===== config.mk =====
export PLATFORM = sky130hd
export DESIGN_NAME = rx_hold_fifo
export DESIGN_NICKNAME = d
export VERILOG_FILES = /design/src/rtl/rx_hold_fifo.sv
export SDC_FILE = /design/constraint.sdc
export NUM_CORES = 1
export LEC_CHECK = 0
export ABC_AREA = 1
export BUFFER_PORTS_ARGS = -buffer_cell sky130_fd_sc_hd__clkbuf_2
export CAP_MARGIN = 5
export CORE_ASPECT_RATIO = 1.5
export CORE_MARGIN = 2
export CORE_UTILIZATION = 52
export DETAILED_ROUTE_END_ITERATION = 10
export HOLD_SLACK_MARGIN = 0.15
export PLACE_DENSITY = 0.78
export SYNTH_ARGS = -nofsm -noshare
export SYNTH_HDL_FRONTEND = slang
export SYNTH_SLANG_ARGS = --single-unit

===== constraint.sdc =====
create_clock -name clk -period 2.3 [get_ports clk]
set_input_delay 0.115 -clock clk [delete_from_list [all_inputs] [get_ports clk]]
set_output_delay 0.115 -clock clk [all_outputs]
set_load 0.1 [all_outputs]

===== src/rtl/rx_hold_fifo.sv =====
module rx_hold_fifo #(
  parameter int DW    = 8,
  parameter int DEPTH = 4
) (
  input  logic          clk,
  input  logic          rst_n,
  input  logic          rx_on,
  input  logic          in_valid,
  input  logic [DW-1:0] in_byte,
  input  logic          brk_evt,
  input  logic          brk_ack,
  input  logic          rd_pop,
  input  logic          flush,
  output logic          take_ok,
  output logic [DW-1:0] rd_data,
  output logic          data_avail,
  output logic          q_full,
  output logic          brk_flag
);
  localparam int CW = $clog2(DEPTH + 1);

  logic [DW-1:0] mem   [DEPTH];
  logic [DW-1:0] mem_n [DEPTH];
  logic [CW-1:0] cnt, cnt_n, widx;
  logic          push_take, pop_take;
  logic [DW-1:0] push_byte;

  assign data_avail = (cnt != '0);
  assign q_full     = (cnt == CW'(DEPTH));
  assign take_ok    = rx_on & ~q_full;
  assign rd_data    = data_avail ? mem[0] : '0;

  assign push_take  = brk_evt | (in_valid & take_ok);
  assign push_byte  = brk_evt ? '0 : in_byte;
  assign pop_take   = rd_pop & data_avail;

  always_comb begin
    cnt_n = cnt;
    for (int i = 0; i < DEPTH; i++) mem_n[i] = mem[i];
    if (pop_take) begin
      for (int i = 0; i < DEPTH - 1; i++) mem_n[i] = mem[i+1];
      cnt_n = cnt - 1'b1;
    end
    widx = (cnt_n == CW'(DEPTH)) ? CW'(DEPTH - 1) : cnt_n;
    if (push_take) begin
      for (int i = 0; i < DEPTH; i++)
        if (widx == CW'(i)) mem_n[i] = push_byte;
      if (cnt_n != CW'(DEPTH)) cnt_n = cnt_n + 1'b1;
    end
    if (flush) cnt_n = '0;
  end

  always_ff @(posedge clk or negedge rst_n) begin
    if (!rst_n) begin
      cnt <= '0;
      for (int i = 0; i < DEPTH; i++) mem[i] <= '0;
    end else begin
      cnt <= cnt_n;
      for (int i = 0; i < DEPTH; i++) mem[i] <= mem_n[i];
    end
  end

  always_ff @(posedge clk or negedge rst_n) begin
    if (!rst_n)       brk_flag <= 1'b0;
    else if (brk_evt) brk_flag <= 1'b1;
    else if (brk_ack) brk_flag <= 1'b0;
  end

  assert_cnt_bound_R1: assert property (@(posedge clk) disable iff (!rst_n)
    cnt <= CW'(DEPTH));

  assert_full_blocks_R2: assert property (@(posedge clk) disable iff (!rst_n)
    (in_valid && !take_ok && !brk_evt && !rd_pop && !flush) |=> $stable(cnt));

  assert_brk_flag_R3: assert property (@(posedge clk) disable iff (!rst_n)
    brk_evt |=> brk_flag);

  assert_brk_full_R4: assert property (@(posedge clk) disable iff (!rst_n)
    (q_full && brk_evt && !rd_pop && !flush) |=> q_full);

  assert_empty_read_R5: assert property (@(posedge clk) disable iff (!rst_n)
    (!data_avail && rd_pop && !brk_evt && !in_valid && !flush) |=> !data_avail);

  assert_pop_dec_R6: assert property (@(posedge clk) disable iff (!rst_n)
    (rd_pop && data_avail && !brk_evt && !in_valid && !flush)
      |=> (cnt == $past(cnt) - 1'b1));

  assert_flush_R7: assert property (@(posedge clk) disable iff (!rst_n)
    flush |=> (!data_avail && !q_full));

  assert_pushpop_R8: assert property (@(posedge clk) disable iff (!rst_n)
    (rd_pop && data_avail && brk_evt && !flush) |=> $stable(cnt));
endmodule


==> results of run 1 <==
[registers in the layout (all words and copies together) (netlist names)]
name / count
brk_flag: 1
cnt: 3
mem: 32
[repair_timing]
item | in CTS | in global routing
buffers inserted | 0 | 1
hold endpoints to repair | 40 | 0
pin swaps | 1 | 1
gates resized for setup | 2 | 11
hold buffers | 3 | 0
setup endpoints to repair | 8 | 32
[worst reg2reg max path, stage by stage (launching register included)]
cell	delay [ns]
sky130_fd_sc_hd__dfrtp_1	0.38
sky130_fd_sc_hd__inv_1	0.12
sky130_fd_sc_hd__ha_4	0.18
sky130_fd_sc_hd__nand2_4	0.06
sky130_fd_sc_hd__nand2_4	0.09
sky130_fd_sc_hd__xor2_4	0.20
sky130_fd_sc_hd__ha_4	0.17
sky130_fd_sc_hd__nand2_1	0.06
sky130_fd_sc_hd__ha_1	0.20
sky130_fd_sc_hd__inv_2	0.11
sky130_fd_sc_hd__nand2_1	0.10
sky130_fd_sc_hd__nor2_4	0.24
sky130_fd_sc_hd__nand3_1	0.11
sky130_fd_sc_hd__nand2_1	0.08
[cell type report]
type                    count  share of cell area [%]
multi-input cells         229                    46.8
flip-flops and latches     36                    33.8
repair buffers             37                    8.92
inverters                  37                    5.40
clock buffers               6                    2.72
well taps                  46                    2.16
clock inverters             1                   0.188
[cells by family after synthesis]
| group | synth area share, % |
|---|---|
| flops | 40.1 |
| fa+ha+maj | 3.90 |
| simple gates | 46.2 |
| compound gates | 1.11 |
| xor+xnor | 0.390 |
| buf+inv | 8.31 |
[path summary, 6_finish.rpt]
kind,startpoint,to,slack [ns]
max,cnt[0]$_DFF_PN0_,mem[2]$_DFFE_PN0P_,0.15
min,in_byte[3],mem[19]$_DFF_PN0_,0.16
max reg2reg,cnt[0]$_DFF_PN0_,mem[2]$_DFFE_PN0P_,0.15
min reg2reg,mem[4]$_DFFE_PN0P_,mem[4]$_DFFE_PN0P_,0.48
max in group asynchronous,rst_n,cnt[2]$_DFF_PN0_,1.24
min in group asynchronous,rst_n,mem[26]$_DFF_PN0_,0.49
[layout by cell type (no fill, tap or decap)]
cell type and count:
sky130_fd_sc_hd__clkbuf_1 1, sky130_fd_sc_hd__xor2_4 1, sky130_fd_sc_hd__dlygate4sd3_1 3, sky130_fd_sc_hd__nand3_1 37
sky130_fd_sc_hd__inv_2 6, sky130_fd_sc_hd__clkbuf_2 19, sky130_fd_sc_hd__nand2_4 6, sky130_fd_sc_hd__nand3b_4 1
sky130_fd_sc_hd__nand2_2 11, sky130_fd_sc_hd__clkinv_1 1, sky130_fd_sc_hd__ha_1 5, sky130_fd_sc_hd__ha_4 2
sky130_fd_sc_hd__nand3_2 7, sky130_fd_sc_hd__buf_4 15, sky130_fd_sc_hd__inv_1 29, sky130_fd_sc_hd__clkbuf_8 5
sky130_fd_sc_hd__nand3_4 2, sky130_fd_sc_hd__o21ai_0 3, sky130_fd_sc_hd__nand2_1 128, sky130_fd_sc_hd__a21oi_1 2
sky130_fd_sc_hd__nor3_1 1, sky130_fd_sc_hd__dfrtp_1 36, sky130_fd_sc_hd__nor2_2 9, sky130_fd_sc_hd__nand2_8 1
sky130_fd_sc_hd__nor2_1 11, sky130_fd_sc_hd__nor2_4 1, sky130_fd_sc_hd__nor2_8 1, sky130_fd_sc_hd__inv_6 1
sky130_fd_sc_hd__clkinv_2 1
[through the flow]
step           setup WS (ns)  setup TNS (ns)  hold slack, ns
3_5_place_dp         -0.0350          -0.182           0.283
3_3_place_gp           0.107               0           0.279
5_1_grt              -0.0134         -0.0154           0.207
4_1_cts              0.00997               0           0.160
6_report               0.153               0           0.161
2_1_floorplan         -0.259           -2.07          -0.181
[power by group]
group | switching [mW] | leakage, nW | internal (mW) | total [mW]
clock | 0.216 | 0.0410 | 0.206 | 0.422
sequential | 0.103 | 0.472 | 0.842 | 0.945
combinational | 1.88 | 1.02 | 0.777 | 2.65
total | 2.20 | 1.53 | 1.82 | 4.02
[metal layers]
layer	track usage [%]	up-vias	wire length, µm
met5	0	-	0
met2	42.5	57	2710
li1	-	1017	-
met3	4.01	14	245
met1	25.0	891	1880
met4	11.0	0	143
==> summary.txt, run 1 <==
POWER
--------------------------------------------------------------------------------
Highest ir drop seen on vdd                                              1010 µV
Power, Total                                                             4.02 mW
Pleak                                                                    1.53 nW
Power Dens Cells                                                     1510 nW/µm²

DRT
--------------------------------------------------------------------------------
Drt initial violations                                                        72
Via count normalized by instance count                                      5.05
Routed length per instance                                               12.7 µm
Routed WL                                                                4980 µm
Residual DRC                                                                   0
Post-route antenna net violation count                                         0
Via total after detailed routing                                            1979
DRT Pass-1 Iters                                                               5

WORST SETUP PATH
--------------------------------------------------------------------------------
Critical Path, Cell by Cell                                         inv_1 > ha_4 > nand2_4 > nand2_4 > xor2_4 > ha_4 > nand2_1 > ha_1 > inv_2 > nand2_1 > nor2_4 > nand3_1 > nand2_1
Endpoint required time on the critical path                              2.53 ns
Depth of the worst register-to-register path                                  13
Critical path buffer and inverter count                                        2
Launching element type of the critical path                            flip-flop
Instance count on the critical path                                           13
Cell family with the largest share of critical-path delay           simple AND/OR/NAND/NOR gates
Peak per-stage delay on the critical path                                0.38 ns
Endpoint kind of the worst setup timing path                           flip-flop
Slowest stage cell, crit path                                       sky130_fd_sc_hd__dfrtp_1
Worst path arrival time                                                  2.37 ns
Cell repeated most along the worst path                             sky130_fd_sc_hd__nand2_1
Crit Path Max Fanout                                                           8
Critical setup path kind                                              reg -> reg

MIN PATH
--------------------------------------------------------------------------------
Type of the tightest min-delay check                                   in -> reg
Hold Path Depth                                                                5

CLOCK TREE
--------------------------------------------------------------------------------
Number of buffers on the longest clock path                                    2
Cts bufs inserted                                                              5
Clock Root Buffer                                                   sky130_fd_sc_hd__clkbuf_8
Clk_lat worst skew                                                       0.29 ns
CTS tree                                                                     yes
Number of clock sinks                                                         36
Htree depth                                                                    2
Worst-path clk slew                                                      0.07 ns

PLACE
--------------------------------------------------------------------------------
HPWL after detailed placement                                            3630 µm
RePlAce Congestion                                                         0.805
Number of instances in the placed design                                     381
Number of port buffers                                                        27
Placed standard-cell area                                               2480 µm²

FLOORPLANNING
--------------------------------------------------------------------------------
DIE WIDTH                                                                57.6 µm
FP Rows                                                                       29
Starting density of the core                                               53.8%
Core ar.                                                                4170 µm²
IO Count                                                                      28
Total Die Area                                                          4870 µm²
Vert. Die Dim                                                            84.5 µm

SYNTH
--------------------------------------------------------------------------------
Synth Flop Type                                                     sky130_fd_sc_hd__dfrtp_1
Dominant cell by count in the synthesized netlist                   sky130_fd_sc_hd__nand2_1
Number of cells produced by synthesis                                        310
Largest area contributor in the synthesized netlist                 sky130_fd_sc_hd__dfrtp_1
Synthesized area divided by synthesized cell count                      7.24 µm²
Unique masters post-synth                                                     25
Seq cells post-synth                                                          36
Number of enable-type register cells in the synthesized netlist                0
Async set-reset flop share out of synthesis                                 100%
Net Count, Synth                                                             333
Dominant cells by area after synthesis                              sky130_fd_sc_hd__dfrtp_1 40%, sky130_fd_sc_hd__nand2_1 22%, sky130_fd_sc_hd__nand3_1 9.1%
Cell types with the highest counts after synthesis                  129 x sky130_fd_sc_hd__nand2_1, 41 x sky130_fd_sc_hd__nand3_1, 36 x sky130_fd_sc_hd__dfrtp_1
Area share of the largest cell type after synthesis                        40.1%
Seq/Total Area, Yosys                                                      40.1%
Summed instance area of the synthesized netlist                         2240 µm²
Yosys warning total                                                            0

FLOW RUN
--------------------------------------------------------------------------------
Count of maximum capacitance violations                                        0

TIMING
--------------------------------------------------------------------------------
Max Clock Skew                                                        0.00702 ns
Fin. max-slew vios                                                             0
Time the final worst path needs with I/O delays and setup                2.15 ns
Worst slew slack as a fraction of its limit                                39.4%
Least-Margin Pin Slew                                                   0.908 ns
Share of the cycle needed by the critical path after routing               93.3%
Highest clock frequency the design can meet                              466 MHz
Final hold violation count                                                     0
Final setup violation count                                                    0

FINAL LAYOUT
--------------------------------------------------------------------------------
Share of post-route cells with drive strength above 1                      25.7%
Antenna Cells                                                                  0
Seq. cell area                                                           901 µm²
Final std cells w/o fill                                                     392
Post-Layout Inst Area                                                   2660 µm²
Fill cell count                                                              391
Finished Core Util                                                         63.8%
Multi-input logic area                                                  1250 µm²
Nets                                                                         369
Synthesis-to-finish area growth                                            18.7%

GRT
--------------------------------------------------------------------------------
Overall track demand over capacity in global routing                       23.2%
Maximum number of pins on one net before global-route repair                  37
Wire length of the first global-routing pass                             8830 µm
Overflow left after global routing                                             0
Vias in the first global route                                              2030
Number of antenna violations at the first check in global routing              0

STATUS
--------------------------------------------------------------------------------
Result of the run                                                   finished clean

Note: power is estimated with default switching activity, not from simulation.
==> run 2, diff against run 1 <==
Settings changed: CELL_PAD_IN_SITES_DETAIL_PLACEMENT set to 0, CELL_PAD_IN_SITES_GLOBAL_PLACEMENT set to 1, CORE_UTILIZATION 52 to 38.
==> run 2 against run 1 <==
Compared with the run above: count of clock-buffer cells in the layout is 1 lower; largest power group unchanged; non-clock buffer count up 2; sequential power decreased by 0.6%; sequential share of layout area down 1.0 points; power grew 5.1%; routed wire length increased by 9.4%; final area grew 3.1%; register-to-register slack hardly changed; critical path depth increased by 3; sequential cell count unchanged; via count increased by 0.40%; highest routed layer unchanged.
==> summary.txt, run 2 (synthesis gave the netlist of run 1 again) <==
WORST SETUP PATH
--------------------------------------------------------------------------------
Endpoint of the most critical setup path                            mem[24]$_DFF_PN0_
Endpoint required time on the critical path                              2.49 ns   -0.04 ns
Endpoint kind of the worst setup timing path                           flip-flop
Worst path arrival time                                                  2.33 ns   -0.04 ns
Launching element type of the critical path                            flip-flop
Critical R2R Capture                                                mem[24]$_DFF_PN0_
Crit Path Max Fanout                                                           8   unchanged
Start point of the critical path                                    cnt[0]$_DFF_PN0_
Reg2reg setup slack                                                      0.16 ns   about the same
Depth of the worst register-to-register path                                  16   +3
Critical setup path kind                                              reg -> reg
Startpoint of the worst register-to-register path                   cnt[0]$_DFF_PN0_

FLOORPLANNING
--------------------------------------------------------------------------------
IO Count                                                                      28   unchanged
DIE WIDTH                                                                66.8 µm   +16%
Total Die Area                                                          6550 µm²   +35%
Core ar.                                                                5740 µm²   +38%
FP Rows                                                                       34   +17%
Starting density of the core                                               39.1%   -15 points
Vert. Die Dim                                                            98.1 µm   +16%

PLACE
--------------------------------------------------------------------------------
Number of port buffers                                                        27   unchanged
RePlAce Congestion                                                         0.878   +9.0%
HPWL after detailed placement                                            3700 µm   +1.8%
Number of instances in the placed design                                     409   +7.3%
Worst slack, placed                                                     0.102 ns   +0.137 ns

POWER
--------------------------------------------------------------------------------
Power Dens Cells                                                     1540 nW/µm²   +2.0%
Switching power share of the total                                         53.1%   -1.5 points
Cell internal power dissipation                                          1.98 mW   +8.7%
Part of the power in combinational logic                                   64.3%   -1.7 points
Share of power burned in registers                                         22.2%   -1.3 points
Total net switching power                                                2.24 mW   +2.2%
Highest ir drop seen on vdd                                               665 µV   -34%
Pleak                                                                    1.56 nW   +2.0%
Relative contribution of the clock network to total power                  13.5%   +3.0 points

TIMING
--------------------------------------------------------------------------------
Final hold violation count                                                     0   unchanged
Max Clock Skew                                                        0.00304 ns   -0.00399 ns
Post-route worst setup slack                                            0.158 ns   +0.00498 ns
Worst slew slack as a fraction of its limit                                37.5%   -1.9 points
Unrepaired setup endpoints after global routing                            false
Highest clock frequency the design can meet                              467 MHz   +0.23%
Time the final worst path needs with I/O delays and setup                2.14 ns   -0.00498 ns
Least-Margin Pin Slew                                                   0.938 ns   +0.0291 ns
Share of the cycle needed by the critical path after routing               93.1%   -0.22 points
Fin. max-slew vios                                                             0   unchanged
Final setup violation count                                                    0   unchanged

DRT
--------------------------------------------------------------------------------
Post-route antenna net violation count                                         0   unchanged
Drt initial violations                                                       102   +42%
Routed length on met1                                                    2240 µm   +19%
Routed wire length on met2                                               2870 µm   +6.1%
Met3 wire len                                                             224 µm   -8.6%
Routed WL                                                                5450 µm   +9.4%
DRT Pass-1 Iters                                                               4   -1
Routed length per instance                                               12.9 µm   +1.7%
Uppermost metal layer occupied by signal nets                               met4
Via count normalized by instance count                                      4.71   -6.7%
Residual DRC                                                                   0   unchanged
Via total after detailed routing                                            1987   +0.40%

CLOCK TREE
--------------------------------------------------------------------------------
Htree depth                                                                    2   unchanged
Number of clock sinks                                                         36   unchanged
CTS tree                                                                     yes
Number of buffers on the longest clock path                                    2   unchanged
Worst-path clk slew                                                      0.08 ns   about the same
Clk_lat worst skew                                                       0.29 ns   about the same
Clock Root Buffer                                                   sky130_fd_sc_hd__clkbuf_8
Cts bufs inserted                                                              5   unchanged

GRT
--------------------------------------------------------------------------------
Number of antenna violations at the first check in global routing              0   unchanged
Maximum number of pins on one net before global-route repair                  37   unchanged
Overall track demand over capacity in global routing                       18.4%   -4.9 points
Vias in the first global route                                              1959   -3.5%
Wire length of the first global-routing pass                             9160 µm   +3.8%
Overflow left after global routing                                             0   unchanged

FLOW RUN
--------------------------------------------------------------------------------
Count of maximum capacitance violations                                        0   unchanged

FINAL LAYOUT
--------------------------------------------------------------------------------
Registers with the highest flip-flop counts                         mem (32), cnt (3), brk_flag (1)
Share of post-route cells with drive strength above 1                      25.4%   -0.29 points
Fill cell count                                                              589   +51%
Commonest non-fill, non-tap cell in the layout                      sky130_fd_sc_hd__nand2_1
Register with the most flip-flops                                            mem
Nets                                                                         372   +0.81%
Number of flip-flops in the largest register                                  32   unchanged
Antenna Cells                                                                  0   unchanged
Final std cells w/o fill                                                     422   +7.7%
Top library cells by usage in the layout, fill and taps aside       129 x sky130_fd_sc_hd__nand2_1, 41 x sky130_fd_sc_hd__nand3_1, 36 x sky130_fd_sc_hd__dfrtp_1
Synthesis-to-finish area growth                                            22.4%

STATUS
--------------------------------------------------------------------------------
Result of the run                                                   finished clean

MIN PATH
--------------------------------------------------------------------------------
Type of the tightest min-delay check                                   in -> reg

==> run 2: cell count changes in the layout (fill, tap and decap cells not counted), sizes merged <==
| cell | previous run | this run |
|---|---|---|
| buf | 15 | 17 |
| bufinv | 0 | 1 |
| clkbuf | 25 | 24 |
| clkinvlp | 0 | 1 |
| nor2 | 22 | 23 |
==> run 2: final cells by class <==
type,instances,area [µm²],share of cell area (%)
Clock buffer,5,68.8,2.51
Clock inverter,3,42.5,1.55
Inverter,37,144,5.24
Multi-Input combinational cell,230,1210,44.1
Sequential cell,36,901,32.8
Tap cell,72,90.1,3.28
Timing Repair Buffer,39,290,10.6
==> run 2: power by group through the flow <==
| stage | Clock [mW] | Sequential, mW | Combinational [mW] |
|---|---|---|---|
| 2_1_floorplan | 0 | 0.940 | 2.02 |
| 3_3_place_gp | 0 | 0.946 | 2.61 |
| 3_5_place_dp | 0 | 0.949 | 2.63 |
| 4_1_cts | 0.588 | 0.938 | 2.65 |
| 5_1_grt | 0.615 | 0.964 | 2.97 |
| 6_report | 0.569 | 0.939 | 2.72 |
==> run 2: critical path, stage by stage, from the launching register on <==
cell                      delay [ns]
sky130_fd_sc_hd__dfrtp_1        0.39
sky130_fd_sc_hd__inv_2          0.09
sky130_fd_sc_hd__ha_4           0.15
sky130_fd_sc_hd__nand2_4        0.06
sky130_fd_sc_hd__nand2_4        0.07
sky130_fd_sc_hd__nand2_2        0.08
sky130_fd_sc_hd__nand2_1        0.09
sky130_fd_sc_hd__inv_1          0.06
sky130_fd_sc_hd__ha_1           0.20
sky130_fd_sc_hd__nand2_1        0.08
sky130_fd_sc_hd__ha_2           0.19
sky130_fd_sc_hd__inv_1          0.06
sky130_fd_sc_hd__buf_4          0.16
sky130_fd_sc_hd__nor2_8         0.15
sky130_fd_sc_hd__nand2_8        0.10
sky130_fd_sc_hd__nand2_2        0.06
sky130_fd_sc_hd__nand2_1        0.04
==> run 2: how the worst min path moves through the flow <==
| stage | slack [ns] | cells past startpoint | endpoint | from |
|---|---|---|---|---|
| finish | 0.15 | 5 | mem[17]$_DFF_PN0_ | in_byte[1] |
| global route | 0.18 | 5 | mem[9]$_DFF_PN0_ | in_byte[1] |
| CTS | 0.15 | 5 | mem[17]$_DFF_PN0_ | in_byte[1] |
| detailed placement | 0.29 | 2 | cnt[0]$_DFF_PN0_ | flush |
| global placement | 0.29 | 2 | cnt[0]$_DFF_PN0_ | flush |
| floorplan | -0.18 | 0 | brk_flag$_DFFE_PN0P_ | rst_n |
==> run 2: per-stage QoR <==
step / total power, mW / TNS, ns / utilization [%] / cell area, µm² / hold WS [ns]
final: 4.23 / 0 / 47.8 / 2750 / 0.155
after global routing: 4.55 / 0 / 47.8 / 2750 / 0.176
after CTS: 4.18 / 0 / 47.2 / 2710 / 0.151
after detailed placement: 3.58 / 0 / 44.7 / 2570 / 0.292
after global placement: 3.56 / 0 / 44.7 / 2570 / 0.291
after floorplan: 2.96 / -2.07 / - / 2270 / -0.181
==> run 2: what timing repair did <==
action | 4_1_cts | 5_1_grt
gates resized for setup | 0 | 6
hold endpoints to repair | 40 | 0
endpoints found under the setup margin | 0 | 31
setup buffers | 0 | 1
hold buffers | 3 | 0
==> run 2: routing by layer <==
| layer | vias up | track usage, % |
|---|---|---|
| met5 | - | 0 |
| met4 | 0 | 8.79 |
| met3 | 8 | 2.76 |
| met2 | 57 | 31.5 |
| met1 | 894 | 21.9 |
| li1 | 1028 | - |
==> run 3, diff against run 2 <==
Settings changed: REMOVE_ABC_BUFFERS set to 1.
==> run 3 against run 2 <==
Compared with the run above: worst hold slack better by 0.013 ns; cell count unchanged; critical path type unchanged; routed wire length down 2.5%; global-route usage down 0.24 points; highest routed layer unchanged; count of clock-buffer cells in the layout increased by 2; final area decreased by 2.7%; sequential cell count stayed put; via count shrank 0.45%; combinational power shrank 4%.
==> summary.txt, run 3 (synthesis gave the netlist of run 1 again) <==
TIMING
--------------------------------------------------------------------------------
Worst slew slack as a fraction of its limit                                38.7%   +1.2 points
Max Clock Skew                                                        0.00824 ns   +0.00521 ns
Final setup violation count                                                    0   unchanged
Share of the cycle needed by the critical path after routing               92.5%   -0.67 points
Post-route worst setup slack                                            0.173 ns   +0.0153 ns
Least-Margin Pin Slew                                                   0.920 ns   -0.0180 ns
Fin. max-slew vios                                                             0   unchanged
Time the final worst path needs with I/O delays and setup                2.13 ns   -0.0153 ns
Highest clock frequency the design can meet                              470 MHz   +0.72%
Final hold violation count                                                     0   unchanged

FINAL LAYOUT
--------------------------------------------------------------------------------
Post-Layout Inst Area                                                   2670 µm²   -2.7%
Register with the most flip-flops                                            mem
Nets                                                                         372   unchanged
Share of post-route cells with drive strength above 1                      23.1%   -2.3 points
Top library cells by usage in the layout, fill and taps aside       128 x sky130_fd_sc_hd__nand2_1, 40 x sky130_fd_sc_hd__nand3_1, 36 x sky130_fd_sc_hd__dfrtp_1
Number of flip-flops in the largest register                                  32   unchanged
Antenna Cells                                                                  0   unchanged
Commonest non-fill, non-tap cell in the layout                      sky130_fd_sc_hd__nand2_1
Registers with the highest flip-flop counts                         mem (32), cnt (3), brk_flag (1)
Fill cell count                                                              625   +6.1%
Synthesis-to-finish area growth                                            19.1%

POWER
--------------------------------------------------------------------------------
Pleak                                                                    1.54 nW   -1.1%
Highest ir drop seen on vdd                                              1100 µV   +66%
Switching power share of the total                                         54.0%   +0.94 points
Cell internal power dissipation                                          1.84 mW   -7.0%
Total net switching power                                                2.17 mW   -3.4%
Relative contribution of the clock network to total power                  11.7%   -1.8 points
Share of power burned in registers                                         23.6%   +1.4 points
Power Dens Cells                                                     1500 nW/µm²   -2.4%
Part of the power in combinational logic                                   64.7%   +0.4 points

WORST SETUP PATH
--------------------------------------------------------------------------------
Reg2reg setup slack                                                      0.17 ns   +0.02 ns
Critical Path, Cell by Cell                                         inv_1 > ha_2 > nand2_4 > nand2_4 > nand2_2 > nand2_2 > inv_1 > ha_2 > nand2_1 > ha_2 > inv_1 > buf_4 > nor2_8 > nand2_8 > nand2_2 > nand2_1
Crit Path Max Fanout                                                           8   unchanged
Start point of the critical path                                    cnt[0]$_DFF_PN0_
Endpoint kind of the worst setup timing path                           flip-flop
Startpoint of the worst register-to-register path                   cnt[0]$_DFF_PN0_
Worst path arrival time                                                  2.31 ns   -0.02 ns
Critical setup path kind                                              reg -> reg
Slowest stage cell, crit path                                       sky130_fd_sc_hd__dfrtp_1
Endpoint required time on the critical path                              2.48 ns   about the same
Depth of the worst register-to-register path                                  16   unchanged
Launching element type of the critical path                            flip-flop
Peak per-stage delay on the critical path                                0.38 ns   about the same
Endpoint of the most critical setup path                            mem[28]$_DFF_PN0_
Critical R2R Capture                                                mem[28]$_DFF_PN0_

FLOORPLANNING
--------------------------------------------------------------------------------
IO Count                                                                      28   unchanged
Starting density of the core                                               39.1%   unchanged
FP Rows                                                                       34   unchanged
DIE WIDTH                                                                66.8 µm   unchanged
Vert. Die Dim                                                            98.1 µm   unchanged
Total Die Area                                                          6550 µm²   unchanged
Core ar.                                                                5740 µm²   unchanged

STATUS
--------------------------------------------------------------------------------
Result of the run                                                   finished clean

PLACE
--------------------------------------------------------------------------------
RePlAce Congestion                                                         0.854   -2.7%
Placed standard-cell area                                               2500 µm²   -2.6%
HPWL after detailed placement                                            3830 µm   +3.5%
Number of port buffers                                                        27   unchanged
Worst slack, placed                                                    0.0330 ns   -0.0690 ns

DRT
--------------------------------------------------------------------------------
Post-route antenna net violation count                                         0   unchanged
Routed WL                                                                5310 µm   -2.5%
Routed length per instance                                               12.6 µm   -2.5%
Via total after detailed routing                                            1978   -0.45%
DRT Pass-1 Iters                                                               4   unchanged
Residual DRC                                                                   0   unchanged
Drt initial violations                                                       107   +4.9%
Via count normalized by instance count                                      4.69   -0.45%

FLOW RUN
--------------------------------------------------------------------------------
Count of maximum capacitance violations                                        0   unchanged

CLOCK TREE
--------------------------------------------------------------------------------
Worst-path clk slew                                                      0.08 ns   about the same
Cts bufs inserted                                                              5   unchanged
Clk_lat worst skew                                                       0.29 ns   about the same
CTS tree                                                                     yes
Number of buffers on the longest clock path                                    2   unchanged
Htree depth                                                                    2   unchanged
Clock Root Buffer                                                   sky130_fd_sc_hd__clkbuf_8
Number of clock sinks                                                         36   unchanged

MIN PATH
--------------------------------------------------------------------------------
Source of the worst hold timing path                                  in_byte[7]
Type of the tightest min-delay check                                   in -> reg

GRT
--------------------------------------------------------------------------------
Wire length of the first global-routing pass                             9090 µm   -0.83%
Vias in the first global route                                              1944   -0.77%
Number of antenna violations at the first check in global routing              0   unchanged
Overall track demand over capacity in global routing                       18.1%   -0.24 points
Maximum number of pins on one net before global-route repair                  37   unchanged
Overflow left after global routing                                             0   unchanged

## run 3: stage by stage
stage | instances | setup TNS, ns | total power, mW | util (%) | hold slack (ns)
detailed placement | 408 | 0 | 3.49 | 43.5 | 0.305
floorplan | 302 | -11.51 | 2.88 | - | -0.181
CTS | 419 | 0 | 3.98 | 45.7 | 0.164
finish | 422 | 0 | 4.01 | 46.5 | 0.168
global placement | 408 | 0 | 3.46 | 43.5 | 0.309
global route | 422 | -0.0913 | 4.36 | 46.5 | 0.212
## run 3: layout make-up
class / instances / area [µm²] / area share [%]
multi-input cells: 230 / 1190 / 44.6
repair buffers: 39 / 253 / 9.46
clock buffers: 7 / 86.3 / 3.23
well taps: 72 / 90.1 / 3.37
inverters: 37 / 144 / 5.38
flip-flops and latches: 36 / 901 / 33.7
clock inverters: 1 / 7.51 / 0.281
## run 3: power by group through the flow
stage | logic [mW] | registers, mW | clock network (mW)
after floorplan | 1.94 | 0.940 | 0
after global placement | 2.51 | 0.952 | 0
after detailed placement | 2.54 | 0.958 | 0
after CTS | 2.55 | 0.946 | 0.483
after global routing | 2.89 | 0.968 | 0.509
final | 2.60 | 0.947 | 0.470
## run 3: critical path, delay by kind of cell (launching register included)
kind | cells | cell delay [ns]
simple gates | 9 | 0.73
flops | 1 | 0.38
fa+ha+maj | 3 | 0.58
buf+inv | 4 | 0.34
## run 3: timing repair
action	4_1_cts	5_1_grt
gates resized for setup	0	7
setup buffers	0	2
setup endpoints to repair	0	26
hold buffers	3	0
endpoints found under the hold margin	40	0
## run 3: how the worst min path moves through the flow
| stage | slack (ns) | depth (start not counted) | endpoint |
|---|---|---|---|
| final | 0.17 | 5 | mem[15]$_DFF_PN0_ |
| after global routing | 0.21 | 5 | mem[22]$_DFF_PN0_ |
| after CTS | 0.16 | 5 | mem[15]$_DFF_PN0_ |
| after detailed placement | 0.31 | 1 | brk_flag$_DFFE_PN0P_ |
| after global placement | 0.31 | 1 | brk_flag$_DFFE_PN0P_ |
| after floorplan | -0.18 | 0 | brk_flag$_DFFE_PN0P_ |
## run 3: per-layer routing
layer | wire length [µm] | GRT usage (%) | up-vias
met1 | 2210 | 22.6 | 903
li1 | - | - | 1027
met4 | 102 | 5.97 | 0
met3 | 186 | 2.42 | 8
met2 | 2810 | 31.6 | 40
met5 | 0 | 0 | -
